<file path="src/rtl/irq_agg_pkg.sv">
package irq_agg_pkg;
    localparam int AW = 16;
    localparam int DW = 8;
    localparam int NSRC = 4;
    localparam int GRP_W = 2;

    localparam logic [AW-1:0] A_PRIMARY = 16'h4010;
    localparam logic [AW-1:0] A_STAT_RTC = 16'h4011;
    localparam logic [AW-1:0] A_STAT_CS = 16'h4012;
    localparam logic [AW-1:0] A_MASK_RTC = 16'h4019;
    localparam logic [AW-1:0] A_MASK_CS = 16'h401A;

    localparam int B_RTC_ALM = 2;
    localparam int B_RTC_PER = 3;
    localparam int B_CS1 = 6;
    localparam int B_CS2 = 7;

    localparam int P_RTC = 0;
    localparam int P_CS = 1;
endpackage

</file>
<file path="src/rtl/irq_edge_sync.sv">
module irq_edge_sync #(
    parameter int N = 4
) (
    input  logic         clk,
    input  logic         rst_n,
    input  logic [N-1:0] raw,
    output logic [N-1:0] rise
);
    logic [N-1:0] meta_q;
    logic [N-1:0] sync_q;
    logic [N-1:0] prev_q;

    always_ff @(posedge clk or negedge rst_n) begin
        if (!rst_n) begin
            meta_q <= '0;
            sync_q <= '0;
            prev_q <= '0;
        end else begin
            meta_q <= raw;
            sync_q <= meta_q;
            prev_q <= sync_q;
        end
    end

    assign rise = sync_q & ~prev_q;
endmodule

</file>
<file path="src/rtl/irq_group.sv">
module irq_group #(
    parameter int W = 2
) (
    input  logic         clk,
    input  logic         rst_n,
    input  logic [W-1:0] set_pulse,
    input  logic         stat_wr,
    input  logic         mask_wr,
    input  logic [W-1:0] wbits,
    output logic [W-1:0] status,
    output logic [W-1:0] mask,
    output logic         primary
);
    logic [W-1:0] clr;

    assign clr = stat_wr ? wbits : '0;

    always_ff @(posedge clk or negedge rst_n) begin
        if (!rst_n) begin
            status <= '0;
            mask <= '1;
        end else begin
            status <= (status & ~clr) | set_pulse;
            if (mask_wr) begin
                mask <= wbits;
            end
        end
    end

    assign primary = |(status & ~mask);
endmodule

</file>
<file path="src/rtl/irq_aggregator.sv">
module irq_aggregator
    import irq_agg_pkg::*;
(
    input  logic          clk,
    input  logic          rst_n,
    input  logic [3:0]    src_in,
    input  logic [AW-1:0] addr,
    input  logic [DW-1:0] wdata,
    input  logic          wr_en,
    input  logic          rd_en,
    output logic [DW-1:0] rdata,
    output logic          irq_out
);
    logic [NSRC-1:0]  edge_pulse;
    logic [GRP_W-1:0] cs_stat, cs_mask, rtc_stat, rtc_mask;
    logic [GRP_W-1:0] cs_wbits, rtc_wbits;
    logic             cs_line, rtc_line;
    logic [NSRC-1:0]  stat_v, mask_v;
    logic [DW-1:0]    rd_mux;

    irq_edge_sync #(.N(NSRC)) u_sync (
        .clk(clk), .rst_n(rst_n), .raw(src_in), .rise(edge_pulse)
    );

    assign cs_wbits = {wdata[B_CS2], wdata[B_CS1]};
    assign rtc_wbits = {wdata[B_RTC_PER], wdata[B_RTC_ALM]};

    irq_group #(.W(GRP_W)) u_cs (
        .clk(clk), .rst_n(rst_n),
        .set_pulse(edge_pulse[1:0]),
        .stat_wr(wr_en && addr == A_STAT_CS),
        .mask_wr(wr_en && addr == A_MASK_CS),
        .wbits(cs_wbits),
        .status(cs_stat), .mask(cs_mask), .primary(cs_line)
    );

    irq_group #(.W(GRP_W)) u_rtc (
        .clk(clk), .rst_n(rst_n),
        .set_pulse(edge_pulse[3:2]),
        .stat_wr(wr_en && addr == A_STAT_RTC),
        .mask_wr(wr_en && addr == A_MASK_RTC),
        .wbits(rtc_wbits),
        .status(rtc_stat), .mask(rtc_mask), .primary(rtc_line)
    );

    assign stat_v = {rtc_stat, cs_stat};
    assign mask_v = {rtc_mask, cs_mask};

    always_comb begin
        rd_mux = '0;
        unique case (addr)
            A_PRIMARY: begin
                rd_mux[P_RTC] = rtc_line;
                rd_mux[P_CS] = cs_line;
            end
            A_STAT_RTC: begin
                rd_mux[B_RTC_ALM] = rtc_stat[0];
                rd_mux[B_RTC_PER] = rtc_stat[1];
            end
            A_STAT_CS: begin
                rd_mux[B_CS1] = cs_stat[0];
                rd_mux[B_CS2] = cs_stat[1];
            end
            A_MASK_RTC: begin
                rd_mux[B_RTC_ALM] = rtc_mask[0];
                rd_mux[B_RTC_PER] = rtc_mask[1];
            end
            A_MASK_CS: begin
                rd_mux[B_CS1] = cs_mask[0];
                rd_mux[B_CS2] = cs_mask[1];
            end
            default: rd_mux = '0;
        endcase
    end

    assign rdata = rd_en ? rd_mux : '0;
    assign irq_out = rtc_line | cs_line;
endmodule

</file>
<file path="config.mk">
export PLATFORM = sky130hd
export DESIGN_NAME = irq_aggregator
export DESIGN_NICKNAME = d
export VERILOG_FILES = /design/src/rtl/irq_agg_pkg.sv /design/src/rtl/irq_edge_sync.sv /design/src/rtl/irq_group.sv /design/src/rtl/irq_aggregator.sv
export SDC_FILE = /design/constraint.sdc
export NUM_CORES = 1
export LEC_CHECK = 0
export ABC_CLOCK_PERIOD_IN_PS = 2300
export BUFFER_PORTS_ARGS = -buffer_cell sky130_fd_sc_hd__buf_2
export CORE_MARGIN = 2
export CORE_UTILIZATION = 30
export CTS_BUF_LIST = sky130_fd_sc_hd__clkbuf_16
export DETAILED_ROUTE_END_ITERATION = 6
export GPL_ROUTABILITY_DRIVEN = 0
export HOLD_SLACK_MARGIN = 0.06
export MAX_ROUTING_LAYER = met4
export REMOVE_ABC_BUFFERS = 1
export SLEW_MARGIN = 20
export SYNTH_ARGS = -nofsm -noshare
export SYNTH_HDL_FRONTEND = slang
export SYNTH_SLANG_ARGS = --single-unit
</file>
<file path="constraint.sdc">
create_clock -name clk -period 2.3 [get_ports clk]
set_input_delay 0.23 -clock clk [delete_from_list [all_inputs] [get_ports clk]]
set_output_delay 0.23 -clock clk [all_outputs]
set_load 0.01 [all_outputs]
</file>
==> results by group <==
STA
  – RSZ-0062 raised after global routing: no
  – Layout Skew: 0.0007254 ns
  – Final hold vios: 0
  – Tcrit/Tclk final: 75.13%
  – Setup_tns: 0 ns
  – Setup Viol. Count Final: 0
  – Clock period minus worst slack: 1.728 ns
  – Worst Slack Setup Final: 0.5720 ns
  – Fmax: 578.7 MHz
  – Slew Limit Fails: 0

Global routing
  – First-pass GRT wire length: 2.670 mm
  – Vias in the first global route: 686
  – Total GRT Usage: 10.39%
  – Largest net degree at the start of global routing: 21
  – Global route total overflow: 0
  – Initial antenna violation count: 0

Power and ir drop
  – Pwr dens: 729.9 nW/µm²
  – Total power: 0.8840 mW
  – Leak Pwr: 0.6097 nW
  – Maximum vdd drop: 0.7559 mV

Clocking
  – Clock Sinks: 20
  – CTS hold repair buffers: 1
  – Worst skew pair latency: 0.25 ns
  – Root buffer cell: clkbuf_16
  – Max Root-Sink Buffers: 2
  – CTS H-tree depth: 1
  – CTS buffer count: 3
  – CTS tree: built
  – Post-CTS Setup Inserts: 0
  – CTS clk-pin slew, worst paths: 0.05 ns
  – Post-CTS Resized: 0

Cells and area
  – ANT cells: 0
  – FF/Latch Area: 505.5 µm²
  – Share of cells above drive strength 1: 47.22%
  – Fin nets: 141
  – Fillcell total: 279
  – Util after Layout: 42.81%
  – Multi-input gate area: 351.6 µm²
  – Fin cells: 139
  – Area Overhead vs Synth: 32.97%

Critical path
  – Startpoint class of the critical path: input pin
  – Slowest-stage cell, CP: nor4b_1
  – Worst EP required: 2.07 ns
  – CP endpoint kind: output port
  – CP Cell Sequence: buf_2 > nor4b_2 > and2_1 > nor4b_1 > and2_1 > buf_2
  – R2R setup slack: 1.57 ns
  – Kind of critical path: input pin to output port
  – CP arrival: 1.50 ns
  – Crit path max fanout: 3
  – Slowest cell delay on critical path: 0.32 ns

Synth
  – Synth area leaders: dfrtp_1, dfstp_2, and4b_1
  – Synth top area share: 43.96%
  – Sequential share of the synthesized area: 55.49%
  – Synth Flop Type: dfrtp_1
  – Post-Syn Area: 910.9 µm²
  – Post-synth EDFFs: 0
  – Synth unique cells: 20
  – FFs w/ async S/R, synth: 100.0%
  – Largest area contributor in the netlist: dfrtp_1
  – Post-Syn Instances: 72
  – Most common cell in the netlist: dfrtp_1
  – Syn_area_per_cell: 12.65 µm²
  – Synth top cells by count: dfrtp_1, inv_1, and4b_1
  – Yosys reg bits: 20
  – YS warnings: 0

Placed design
  – IO Port Bufs: 34
  – Pre-CTS WS: 0.5800 ns
  – DP HPWL: 1.325 mm
  – Placed cells: 134

Drt
  – Drt first pass iters: 4
  – Via/cell ratio: 4.842
  – Drc violations: 0
  – Routed wire per std cell: 12.20 µm
  – Final wirelength: 1.696 mm
  – Iteration-0 DRC Markers: 34
  – ANT nets after route: 0
  – Vias: 673

Run status
  – Status: complete, no violations

Floorplanning
  – Num rows: 19
  – Core Area: 2829 µm²
  – Initial Utilization: 32.20%
  – Die area: 3493 µm²
  – Die W: 59.10 µm
  – Die height: 59.10 µm
  – # IOs: 41

Worst hold path
  – Worst hold path type: input pin to flop

Job
  – Max_cap viols: 0
==> worst max-delay path, delay by kind of cell <==
kind          cells  cell delay [ns]
buf+inv           2             0.23
simple gates      4             1.04
==> power breakdown <==
part / leakage (nW) / total, mW / internal [mW] / switching, mW
registers: 0.216 / 0.366 / 0.363 / 0.00326
logic: 0.343 / 0.0491 / 0.0245 / 0.0246
clock network: 0.0511 / 0.469 / 0.345 / 0.124
total: 0.610 / 0.884 / 0.732 / 0.152
==> final timing paths <==
path                                                 start                         end  cells after the start
worst max-delay path                               addr[7]                    rdata[1]                      6
worst min-delay path                             src_in[3]  u_sync.meta_q[3]$_DFF_PN0_                      1
worst max register to register   u_rtc.mask[0]$_DFFE_PN1P_   u_rtc.mask[0]$_DFFE_PN1P_                      1
worst min register to register  u_sync.meta_q[3]$_DFF_PN0_  u_sync.sync_q[3]$_DFF_PN0_                      0
max in group asynchronous                            rst_n   u_rtc.mask[1]$_DFFE_PN1P_                      2
min in group asynchronous                            rst_n  u_sync.meta_q[0]$_DFF_PN0_                      2
==> layer usage <==
metal / vias up / part of all wire, % / global-route usage [%]
met2: 37 / 45 / 17.78
li1: 327 / - / -
met1: 309 / 45 / 11.50
met5: - / 0 / -
met4: 0 / 0 / 1.299
met3: 0 / 9.8 / 4.585
==> cells in the final DEF, fill, tap and decap left out <==
| cell | Yosys | final |
|---|---|---|
| and2_1 | 3 | 3 |
| and3_4 | 2 | 2 |
| and4b_1 | 7 | 7 |
| buf_2 | 1 | 34 |
| bufinv_16 | 0 | 1 |
| clkbuf_16 | 0 | 3 |
| conb_1 | 1 | 2 |
| dfrtp_1 | 16 | 16 |
| dfstp_2 | 4 | 4 |
| dlygate4sd3_1 | 0 | 1 |
| inv_1 | 8 | 8 |
| mux2_4 | 4 | 4 |
| mux2i_1 | 4 | 4 |
| nand4b_1 | 3 | 3 |
| nor2_1 | 4 | 4 |
| nor3_1 | 1 | 1 |
| nor4_1 | 1 | 1 |
| nor4_2 | 1 | 1 |
| nor4b_1 | 1 | 1 |
| nor4b_2 | 1 | 1 |
| o22ai_1 | 6 | 6 |
| or2_2 | 1 | 1 |
==> stage by stage <==
stage	hold WS (ns)	cell area, µm²
CTS	0.07764	1211
global placement	0.1918	1096
global route	0.07512	1211
floorplan	-0.06559	887.1
detailed placement	0.1966	1096
finish	0.08341	1211
==> cell families (layout without fill, tap and decap cells) <==
family	after synthesis	count (layout)	share of synthesized area [%]
simple gates	25	25	22.67
flops	20	20	55.49
buf+inv	12	47	6.318
mux	8	8	10.99
compound gates	6	6	4.121
other cells	1	2	0.4117
==> sequential cells by signal, summed over array words and instances (netlist names) <==
| signal | count |
|---|---|
| u_rtc.status | 2 |
| u_rtc.mask | 2 |
| u_cs.status | 2 |
| u_sync.meta_q | 4 |
| u_sync.prev_q | 4 |
| u_cs.mask | 2 |
| u_sync.sync_q | 4 |
==> final cells by class <==
| cell class | count | share of cell area [%] |
|---|---|---|
| clock buffer | 3 | 6.198 |
| clock inverter | 1 | 2.479 |
| inverter | 8 | 2.479 |
| multi-input combinational | 41 | 29.03 |
| sequential | 20 | 41.74 |
| tap | 31 | 3.202 |
| timing repair buffer | 35 | 14.88 |
No activity file was read; power rests on OpenSTA's default activity.
